==> config.mk <==
export PLATFORM = sky130hd
export DESIGN_NAME = nib_acc_alu
export DESIGN_NICKNAME = d
export VERILOG_FILES = /design/src/rtl/nib_alu_pkg.sv /design/src/rtl/nib_alu_core.sv /design/src/rtl/nib_alu_regs.sv /design/src/rtl/nib_acc_alu.sv
export SDC_FILE = /design/constraint.sdc
export NUM_CORES = 1
export LEC_CHECK = 0
export ABC_AREA = 1
export BUFFER_PORTS_ARGS = -buffer_cell sky130_fd_sc_hd__buf_2
export CORE_UTILIZATION = 25
export CTS_BUF_LIST = sky130_fd_sc_hd__clkbuf_4 sky130_fd_sc_hd__clkbuf_8 sky130_fd_sc_hd__clkbuf_16
export CTS_CLUSTER_DIAMETER = 50
export CTS_CLUSTER_SIZE = 24
export DETAILED_ROUTE_END_ITERATION = 7
export MAX_ROUTING_LAYER = met4
export SKIP_CTS_REPAIR_TIMING = 1
export SLEW_MARGIN = 20
export SYNTH_ARGS = -nofsm -noshare
export SYNTH_HDL_FRONTEND = slang
export SYNTH_SLANG_ARGS = --single-unit
==> constraint.sdc <==
create_clock -name clk -period 1.15 [get_ports clk]
set_input_delay 0.1725 -clock clk [delete_from_list [all_inputs] [get_ports clk]]
set_output_delay 0.1725 -clock clk [all_outputs]
set_load 0.01 [all_outputs]
==> src/rtl/nib_alu_pkg.sv <==
package nib_alu_pkg;
  typedef enum logic [2:0] {
    FN_ADD   = 3'b000,
    FN_XNOR  = 3'b001,
    FN_LAST  = 3'b010,
    FN_AND   = 3'b011,
    FN_DEC   = 3'b100,
    FN_ORNOT = 3'b101,
    FN_OR    = 3'b110,
    FN_MOVE  = 3'b111
  } nib_fn_e;
endpackage

==> src/rtl/nib_alu_core.sv <==
module nib_alu_core
  import nib_alu_pkg::*;
#(
  parameter int W = 4
) (
  input  logic [2:0]   fn_i,
  input  logic [W-1:0] a_i,
  input  logic [W-1:0] last_i,
  output logic [W-1:0] f_o,
  output logic         c_o
);
  logic [W:0] sum_w;

  always_comb begin
    sum_w = {1'b0, a_i} + {1'b0, last_i};
    f_o   = a_i;
    c_o   = 1'b0;
    case (nib_fn_e'(fn_i))
      FN_ADD:   begin f_o = sum_w[W-1:0]; c_o = sum_w[W]; end
      FN_XNOR:  f_o = ~(a_i ^ last_i);
      FN_LAST:  f_o = last_i;
      FN_AND:   f_o = a_i & last_i;
      FN_DEC:   begin f_o = a_i - W'(1); c_o = |a_i; end
      FN_ORNOT: f_o = ~a_i | last_i;
      FN_OR:    f_o = a_i | last_i;
      FN_MOVE:  f_o = a_i;
      default:  f_o = a_i;
    endcase
  end
endmodule

==> src/rtl/nib_alu_regs.sv <==
module nib_alu_regs #(
  parameter int W = 4
) (
  input  logic         clk,
  input  logic         rst_n,
  input  logic         ld_i,
  input  logic [W-1:0] f_i,
  input  logic         c_i,
  output logic [W-1:0] res_o,
  output logic         cy_o,
  output logic         ones_o
);
  logic [W-1:0] res_q, res_d;
  logic         cy_q, cy_d, ones_q, ones_d;

  always_comb begin
    res_d  = res_q;
    cy_d   = cy_q;
    ones_d = ones_q;
    if (ld_i) begin
      res_d  = f_i;
      cy_d   = c_i;
      ones_d = &f_i;
    end
  end

  always_ff @(posedge clk or negedge rst_n) begin
    if (!rst_n) begin
      res_q  <= '0;
      cy_q   <= 1'b0;
      ones_q <= 1'b0;
    end else begin
      res_q  <= res_d;
      cy_q   <= cy_d;
      ones_q <= ones_d;
    end
  end

  assign res_o  = res_q;
  assign cy_o   = cy_q;
  assign ones_o = ones_q;

  AST_IDLE_HOLDS: assert property (@(posedge clk) disable iff (!rst_n)
    !ld_i |=> ($stable(res_q) && $stable(cy_q) && $stable(ones_q)));
  AST_ONES_TRACKS_RESULT: assert property (@(posedge clk) disable iff (!rst_n)
    ld_i |=> (ones_q == (res_q == {W{1'b1}})));
endmodule

==> src/rtl/nib_acc_alu.sv <==
module nib_acc_alu
  import nib_alu_pkg::*;
#(
  parameter int W        = 4,
  parameter int SYNC_LEN = 2
) (
  input  logic         clk,
  input  logic         rst_n,
  input  logic         ld_i,
  input  logic [2:0]   fn_i,
  input  logic [W-1:0] opa_i,
  output logic [W-1:0] res_o,
  output logic         cy_o,
  output logic         ones_o
);
  logic [SYNC_LEN-1:0] rst_sync_q;
  logic                rst_int_n;
  logic [W-1:0]        f_w;
  logic                c_w;

  always_ff @(posedge clk or negedge rst_n) begin
    if (!rst_n) rst_sync_q <= '0;
    else        rst_sync_q <= {rst_sync_q[SYNC_LEN-2:0], 1'b1};
  end
  assign rst_int_n = rst_sync_q[SYNC_LEN-1];

  nib_alu_core #(.W(W)) u_core (
    .fn_i   (fn_i),
    .a_i    (opa_i),
    .last_i (res_o),
    .f_o    (f_w),
    .c_o    (c_w)
  );

  nib_alu_regs #(.W(W)) u_regs (
    .clk    (clk),
    .rst_n  (rst_int_n),
    .ld_i   (ld_i),
    .f_i    (f_w),
    .c_i    (c_w),
    .res_o  (res_o),
    .cy_o   (cy_o),
    .ones_o (ones_o)
  );

  AST_RESET_CLEARS: assert property (@(posedge clk)
    !rst_int_n |-> (res_o == '0 && !cy_o && !ones_o));
  AST_MOVE_TAKES_A: assert property (@(posedge clk) disable iff (!rst_int_n)
    (ld_i && fn_i == FN_MOVE) |=> (res_o == $past(opa_i) && !cy_o));
  AST_PASS_KEEPS: assert property (@(posedge clk) disable iff (!rst_int_n)
    (ld_i && fn_i == FN_LAST) |=> ($stable(res_o) && !cy_o));
  AST_DEC_CARRY: assert property (@(posedge clk) disable iff (!rst_int_n)
    (ld_i && fn_i == FN_DEC) |=> (cy_o == ($past(opa_i) != '0)));
  AST_LOGIC_NO_CARRY: assert property (@(posedge clk) disable iff (!rst_int_n)
    (ld_i && (fn_i == FN_AND || fn_i == FN_OR || fn_i == FN_ORNOT)) |=> !cy_o);
  AST_XNOR_EQUAL: assert property (@(posedge clk) disable iff (!rst_int_n)
    (ld_i && fn_i == FN_XNOR) |=> (ones_o == ($past(opa_i) == $past(res_o))));
endmodule

==> results of run 1 <==
## cell type report
type | count | area, um^2 | share of cell area (%)
well taps | 46 | 57.56 | 4.389
repair buffers | 41 | 292.8 | 22.33
multi-input cells | 103 | 645.6 | 49.24
inverters | 22 | 82.58 | 6.298
clock buffers | 4 | 30.03 | 2.290
flip-flops and latches | 8 | 202.7 | 15.46
## cell usage after synthesis
cell and count:
nor2_4 2, a31oi_1 1, inv_2 3, nor2_2 2, dfrtp_1 8, nand4_1 3, conb_1 1, a21oi_2 1
buf_6 3, or2_1 1, ha_1 5, a21oi_1 2, nor3_4 1, nand3_4 2, o21ai_0 6, nand2_1 38
o21ai_1 5, inv_1 19, nand3_1 13, nand3_2 2, fa_1 1, o21ai_2 1, nor2_1 12, nand2_2 2
nand3b_1 2
## metrics by stage
| stage | instances | hold WS [ns] | util [%] | TNS [ns] |
|---|---|---|---|---|
| floorplan | 136 | -0.1231 | - | -1.585 |
| global placement | 218 | -0.04081 | 36.03 | -1.752 |
| detailed placement | 218 | -0.03974 | 36.03 | -1.846 |
| CTS | 222 | -0.3173 | 36.91 | -1.964 |
| global route | 224 | 0.1461 | 38.69 | -2.332 |
| finish | 224 | 0.09811 | 38.69 | -1.807 |
## flip-flops by register name, summed over array words and instances (netlist names)
name	flops
u_regs.res_o	4
u_regs.ones_o	1
u_regs.cy_o	1
rst_sync_q	2
## report_power, final
part           switching, mW  internal (mW)
sequential            0.0353          0.319
clock                 0.0903          0.156
combinational          0.316          0.294
total                  0.441          0.769
## worst max path at each step
stage	startpoint	to	slack, ns	depth (start not counted)
5_1_grt	u_regs.res_o[0]$_DFFE_PN0P_	u_regs.ones_o$_DFFE_PN0P_	-0.48	7
3_3_place_gp	u_regs.res_o[0]$_DFFE_PN0P_	u_regs.ones_o$_DFFE_PN0P_	-0.38	9
2_1_floorplan	u_regs.res_o[0]$_DFFE_PN0P_	u_regs.ones_o$_DFFE_PN0P_	-0.38	7
3_5_place_dp	u_regs.res_o[0]$_DFFE_PN0P_	u_regs.ones_o$_DFFE_PN0P_	-0.41	9
6_report	u_regs.res_o[0]$_DFFE_PN0P_	u_regs.ones_o$_DFFE_PN0P_	-0.38	7
4_1_cts	u_regs.res_o[0]$_DFFE_PN0P_	u_regs.ones_o$_DFFE_PN0P_	-0.41	9
## critical path, delay by kind of cell, from the launching register on
family / cells / cell delay (ns)
simple gates: 5 / 0.45
flops: 1 / 0.42
fa+ha+maj: 2 / 0.56
## per-layer routing
layer	share of wire, %	track usage [%]
met1	48	17.72
met2	48	21.84
met3	4.6	2.390
met4	0	1.453
met5	0	-
## logic make-up (layout without fill, tap and decap cells)
group / Yosys count / in the layout / synth area share, %
AND/OR/NAND/NOR: 80 / 80 / 45.57
buffers and inverters: 25 / 67 / 12.88
AO/OA/AOI/OAI: 16 / 16 / 9.834
flip-flops: 8 / 8 / 22.16
adder cells (fa/ha/maj): 6 / 6 / 9.141
other: 1 / 1 / 0.4151
==> metrics.md, run 1 <==
| Metric | Value |
|---|---|
| Design area | `0.001311 mm^2` |
| Syn_nets | `152` |
| Cell count of the worst reg-to-reg path | `7` |
| Critical path, cell by cell | `ha_4 > fa_2 > or2_1 > nand2_2 > nor2_2 > nand2_1 > nand2_1` |
| Synth Register Bits | `8` |
| Final period utilization | `133.0%` |
| Vias | `988` |
| Share of cells above drive strength 1 | `42.70%` |
| Seq/Total Area, Yosys | `22.16%` |
| Worst EP arrival | `1.68 ns` |
| VDD IR max | `0.4112 mV` |
| CTS H-tree depth | `1` |
| Worst path slowest cell | `dfrtp_2` |
| Clock slew at reported path FFs | `0.06 ns` |
| Final #Nets | `195` |
| Core area | `0.003390 mm^2` |
| PD cells | `923.1 mW/mm^2` |
| GRT overflow | `0` |
| Reg2reg setup slack | `-0.38 ns` |
| Root buf cell | `clkbuf_4` |
| Num rows | `21` |
| Area leader, netlist | `dfrtp_1` |
| ANT nets after route | `0` |
| Hold WC Path Type | `register to asynchronous set/reset pin` |
| CP max FO | `2` |
| Final worst setup slack | `-0.3799 ns` |
| Fmax | `653.6 MHz` |
| Min Tclk post-route | `1.530 ns` |
| Clock tree sinks | `8` |
| CTS tree | `yes` |
| Ant. Diodes | `0` |
| Most common cell on crit path | `nand2_1` |
| Fillers | `364` |
| CP Launch Type | `register` |
| Most common cell after layout, fill and taps aside | `nand2_1` |
| WS Path Type | `register to register` |
| Yosys top cell area share | `22.16%` |
| Clock latency on the worst-skew pair | `0.25 ns` |
| Most frequent cells in the layout | `nand2_1, buf_4, inv_1` |
| Die Wd | `62.11 um` |
| Failing checks | `setup timing` |
| Synth area leaders | `dfrtp_1, nand2_1, inv_1` |
| Syn-to-layout area delta | `45.15%` |
| Routed len/inst | `10.23 um` |
| Die height | `62.11 um` |
| Final GP Congestion | `0.8199` |
| Setup Viol. Count Final | `7` |
| HPWL after detailed placement | `1.940 mm` |
| RSZ-0062 raised after global routing | `yes` |
| Critical Path End Type | `register` |
| Max clock buf depth | `2` |
| Tot GR Track Use | `13.35%` |
| Detailed Routing Iterations Pass 1 | `5` |
| Dpl ws | `-0.4071 ns` |
| Initial antenna violation count | `0` |
| LEAKAGE | `0.6836 nW` |
| DRC | `0` |
| Cell Area, Synth | `903.4 um^2` |
| Post-place instance area | `0.001221 mm^2` |
| IO Port Bufs | `15` |
| Vias per cell | `4.411` |
| CP max stage delay | `0.42 ns` |
| Largest net degree at the start of global routing | `9` |
| Worst Path Required | `1.30 ns` |
| Synthesized area per cell | `6.642 um^2` |
| FF-to-FF End | `u_regs.ones_o$_DFFE_PN0P_` |
| Final hold violation count | `0` |
| Total power | `1.210 mW` |
| Initial DRC Count | `54` |
| Routed Wire Length | `2.291 mm` |
| Die area | `0.003858 mm^2` |
| Via count of the first global-routing pass | `934` |
| Status | `complete, but fails checks` |
| First-pass GRT wire length | `4.043 mm` |
| Gate Count Post-Synth | `136` |
| CTS buffer count | `3` |
| Clk_skew | `0.01160 ns` |
| Initial Utilization | `26.65%` |
| Worst R2R Start | `u_regs.res_o[0]$_DFFE_PN0P_` |
| Yosys cell types | `25` |
| Final Slew Violations | `0` |
| I/O pin count | `16` |
| Yosys synthesis warning count | `0` |
| Max-Cap Viols | `0` |
(Power assumes the default switching activity.)
==> run 2: changes to the inputs <==
--- a/config.mk
+++ b/config.mk
@@ -7,5 +7,5 @@
 export LEC_CHECK = 0
 export ABC_AREA = 1
-export BUFFER_PORTS_ARGS = -buffer_cell sky130_fd_sc_hd__buf_2
+export BUFFER_PORTS_ARGS = -buffer_cell sky130_fd_sc_hd__buf_4
 export CORE_UTILIZATION = 25
 export CTS_BUF_LIST = sky130_fd_sc_hd__clkbuf_4 sky130_fd_sc_hd__clkbuf_8 sky130_fd_sc_hd__clkbuf_16
@@ -14,4 +14,5 @@
 export DETAILED_ROUTE_END_ITERATION = 7
 export MAX_ROUTING_LAYER = met4
+export SETUP_SLACK_MARGIN = 0.5
 export SKIP_CTS_REPAIR_TIMING = 1
 export SLEW_MARGIN = 20
==> constraint.sdc (replaced) <==
create_clock -name clk -period 1.15 [get_ports clk]
set_input_delay 0.2875 -clock clk [delete_from_list [all_inputs] [get_ports clk]]
set_output_delay 0.2875 -clock clk [all_outputs]
set_load 0.01 [all_outputs]
==> metrics.md, run 2 (synthesis gave the netlist of run 1 again) <==
| Metric | Value |
|---|---|
| Status | `complete, but fails checks` |
| Failing checks | `setup timing` |
| Routed Wire Length | `2.327 mm (+1.6%)` |
| CP max stage delay | `0.42 ns (about the same)` |
| Clk_skew | `0.008867 ns (-0.002729 ns)` |
| Num rows | `21 (unchanged)` |
| Tot GR Track Use | `12.93% (-0.42 points)` |
| Initial DRC Count | `34 (-37%)` |
| Fillers | `346 (-4.9%)` |
| Share of cells above drive strength 1 | `46.33% (+3.6 points)` |
| GRT overflow | `0 (unchanged)` |
| PD cells | `918.4 mW/mm^2 (-0.51%)` |
| Most common cell on crit path | `nand2_1` |
| First-pass GRT wire length | `3.864 mm (-4.4%)` |
| Die Wd | `62.11 um (unchanged)` |
| Final period utilization | `133.5% (+0.45 points)` |
| CP Launch Type | `register` |
| Vias | `972 (-1.6%)` |
| Post-place instance area | `0.001217 mm^2 (-0.31%)` |
| I/O pin count | `16 (unchanged)` |
| Max-Cap Viols | `0 (unchanged)` |
| Core Util, Final | `41.12% (+2.4 points)` |
| CP max FO | `2 (unchanged)` |
| Vias per cell | `4.359 (-1.2%)` |
| Final Slew Violations | `0 (unchanged)` |
| Syn-to-layout area delta | `54.29%` |
| Via count of the first global-routing pass | `912 (-2.4%)` |
| Max clock buf depth | `2 (unchanged)` |
| Setup Viol. Count Final | `10 (+3)` |
| Final hold violation count | `0 (unchanged)` |
| Fmax | `651.4 MHz (-0.34%)` |
| IO Port Bufs | `15 (unchanged)` |
| Worst Path Required | `1.28 ns (-0.02 ns)` |
| Core area | `0.003390 mm^2 (unchanged)` |
| Clock slew at reported path FFs | `0.06 ns (about the same)` |
| RSZ-0062 raised after global routing | `yes` |
| WS Path Type | `register to register` |
| ANT nets after route | `0 (unchanged)` |
| CTS H-tree depth | `1 (unchanged)` |
| Critical path, cell by cell | `ha_4 > fa_2 > or2_1 > nand2_2 > nor2_2 > nand2_1 > nand2_1` |
| Max reg flops | `4 (unchanged)` |
| Detailed Routing Iterations Pass 1 | `4 (-1)` |
| Clock latency on the worst-skew pair | `0.26 ns (about the same)` |
| Worst hold slack | `0.09902 ns (+0.0009043 ns)` |
| Most frequent cells in the layout | `nand2_1, buf_4, inv_1` |
| Clock tree sinks | `8 (unchanged)` |
| Hold WC Path Type | `register to asynchronous set/reset pin` |
| Ant. Diodes | `0 (unchanged)` |
| Final GP Congestion | `0.8385 (+2.3%)` |
| Min Tclk post-route | `1.535 ns (+0.005194 ns)` |
| Initial Utilization | `26.65% (unchanged)` |
| CTS buffer count | `3 (unchanged)` |
| Largest net degree at the start of global routing | `10 (+1)` |
| LEAKAGE | `0.6941 nW (+1.5%)` |
| HPWL after detailed placement | `1.866 mm (-3.8%)` |
| Final #Nets | `195 (unchanged)` |
| Dpl ws | `-0.4119 ns (-0.004795 ns)` |
| CTS tree | `yes` |
| DRC | `0 (unchanged)` |
| Design area | `0.001394 mm^2 (+6.3%)` |
| Die area | `0.003858 mm^2 (unchanged)` |
| Routed len/inst | `10.43 um (+2.0%)` |
| Final worst setup slack | `-0.3851 ns (-0.005194 ns)` |
| Root buf cell | `clkbuf_4` |
| Most common cell after layout, fill and taps aside | `nand2_1` |
| Worst path slowest cell | `dfrtp_2` |
| Worst EP arrival | `1.67 ns (about the same)` |
| Initial antenna violation count | `0 (unchanged)` |
| Die height | `62.11 um (unchanged)` |
| Critical Path End Type | `register` |
| VDD IR max | `0.3693 mV (-10%)` |
## run 2: cell types whose count changed in the layout (fill, tap and decap cells not counted), sizes merged
cell / delta
clkbuf: -1
## run 2: through the flow
step | total power [mW] | setup TNS (ns) | cells
floorplan | 0.6689 | -1.589 | 136
global placement | 0.9206 | -1.815 | 214
detailed placement | 0.9201 | -1.808 | 214
CTS | 1.139 | -2.279 | 217
global route | 1.388 | -2.684 | 223
finish | 1.280 | -2.073 | 223
## run 2: where the power goes
group	internal, mW	switching [mW]
Sequential	0.320	0.0431
Combinational	0.371	0.334
Clock	0.119	0.0930
Total	0.810	0.470
## run 2: layer usage
| layer | track usage [%] | wire length, um | vias up |
|---|---|---|---|
| met3 | 2.574 | 67 | 2 |
| li1 | - | - | 516 |
| met2 | 21.84 | 1110 | 18 |
| met4 | 2.616 | 13 | 0 |
| met5 | - | 0 | - |
| met1 | 15.99 | 1136 | 436 |
## run 2: layout make-up
class / instances / area, um^2 / share of cell area [%]
well taps: 46 / 57.56 / 4.129
repair buffers: 41 / 344.1 / 24.69
inverters: 22 / 82.58 / 5.925
multi-input cells: 103 / 683.2 / 49.01
flip-flops and latches: 8 / 203.9 / 14.63
clock buffers: 3 / 22.52 / 1.616
## run 2: worst max-delay path: cells and delay by family, from the launching register on
family        cells  cell delay (ns)
fa+ha+maj         2             0.56
flops             1             0.42
simple gates      5             0.43
## run 2: worst paths after layout
check / from / end / slack (ns) / depth (start not counted)
worst min register to register: rst_sync_q[1]$_DFF_PN0_ / u_regs.cy_o$_DFFE_PN0P_ / 0.1 / 0
min in group clk: ld_i / u_regs.cy_o$_DFFE_PN0P_ / 0.24 / 2
max in group asynchronous: rst_n / rst_sync_q[0]$_DFF_PN0_ / 0.71 / 2
worst max-delay path: u_regs.res_o[0]$_DFFE_PN0P_ / u_regs.ones_o$_DFFE_PN0P_ / -0.39 / 7
worst min-delay path: rst_sync_q[1]$_DFF_PN0_ / u_regs.cy_o$_DFFE_PN0P_ / 0.1 / 0
worst max register to register: u_regs.res_o[0]$_DFFE_PN0P_ / u_regs.ones_o$_DFFE_PN0P_ / -0.39 / 7
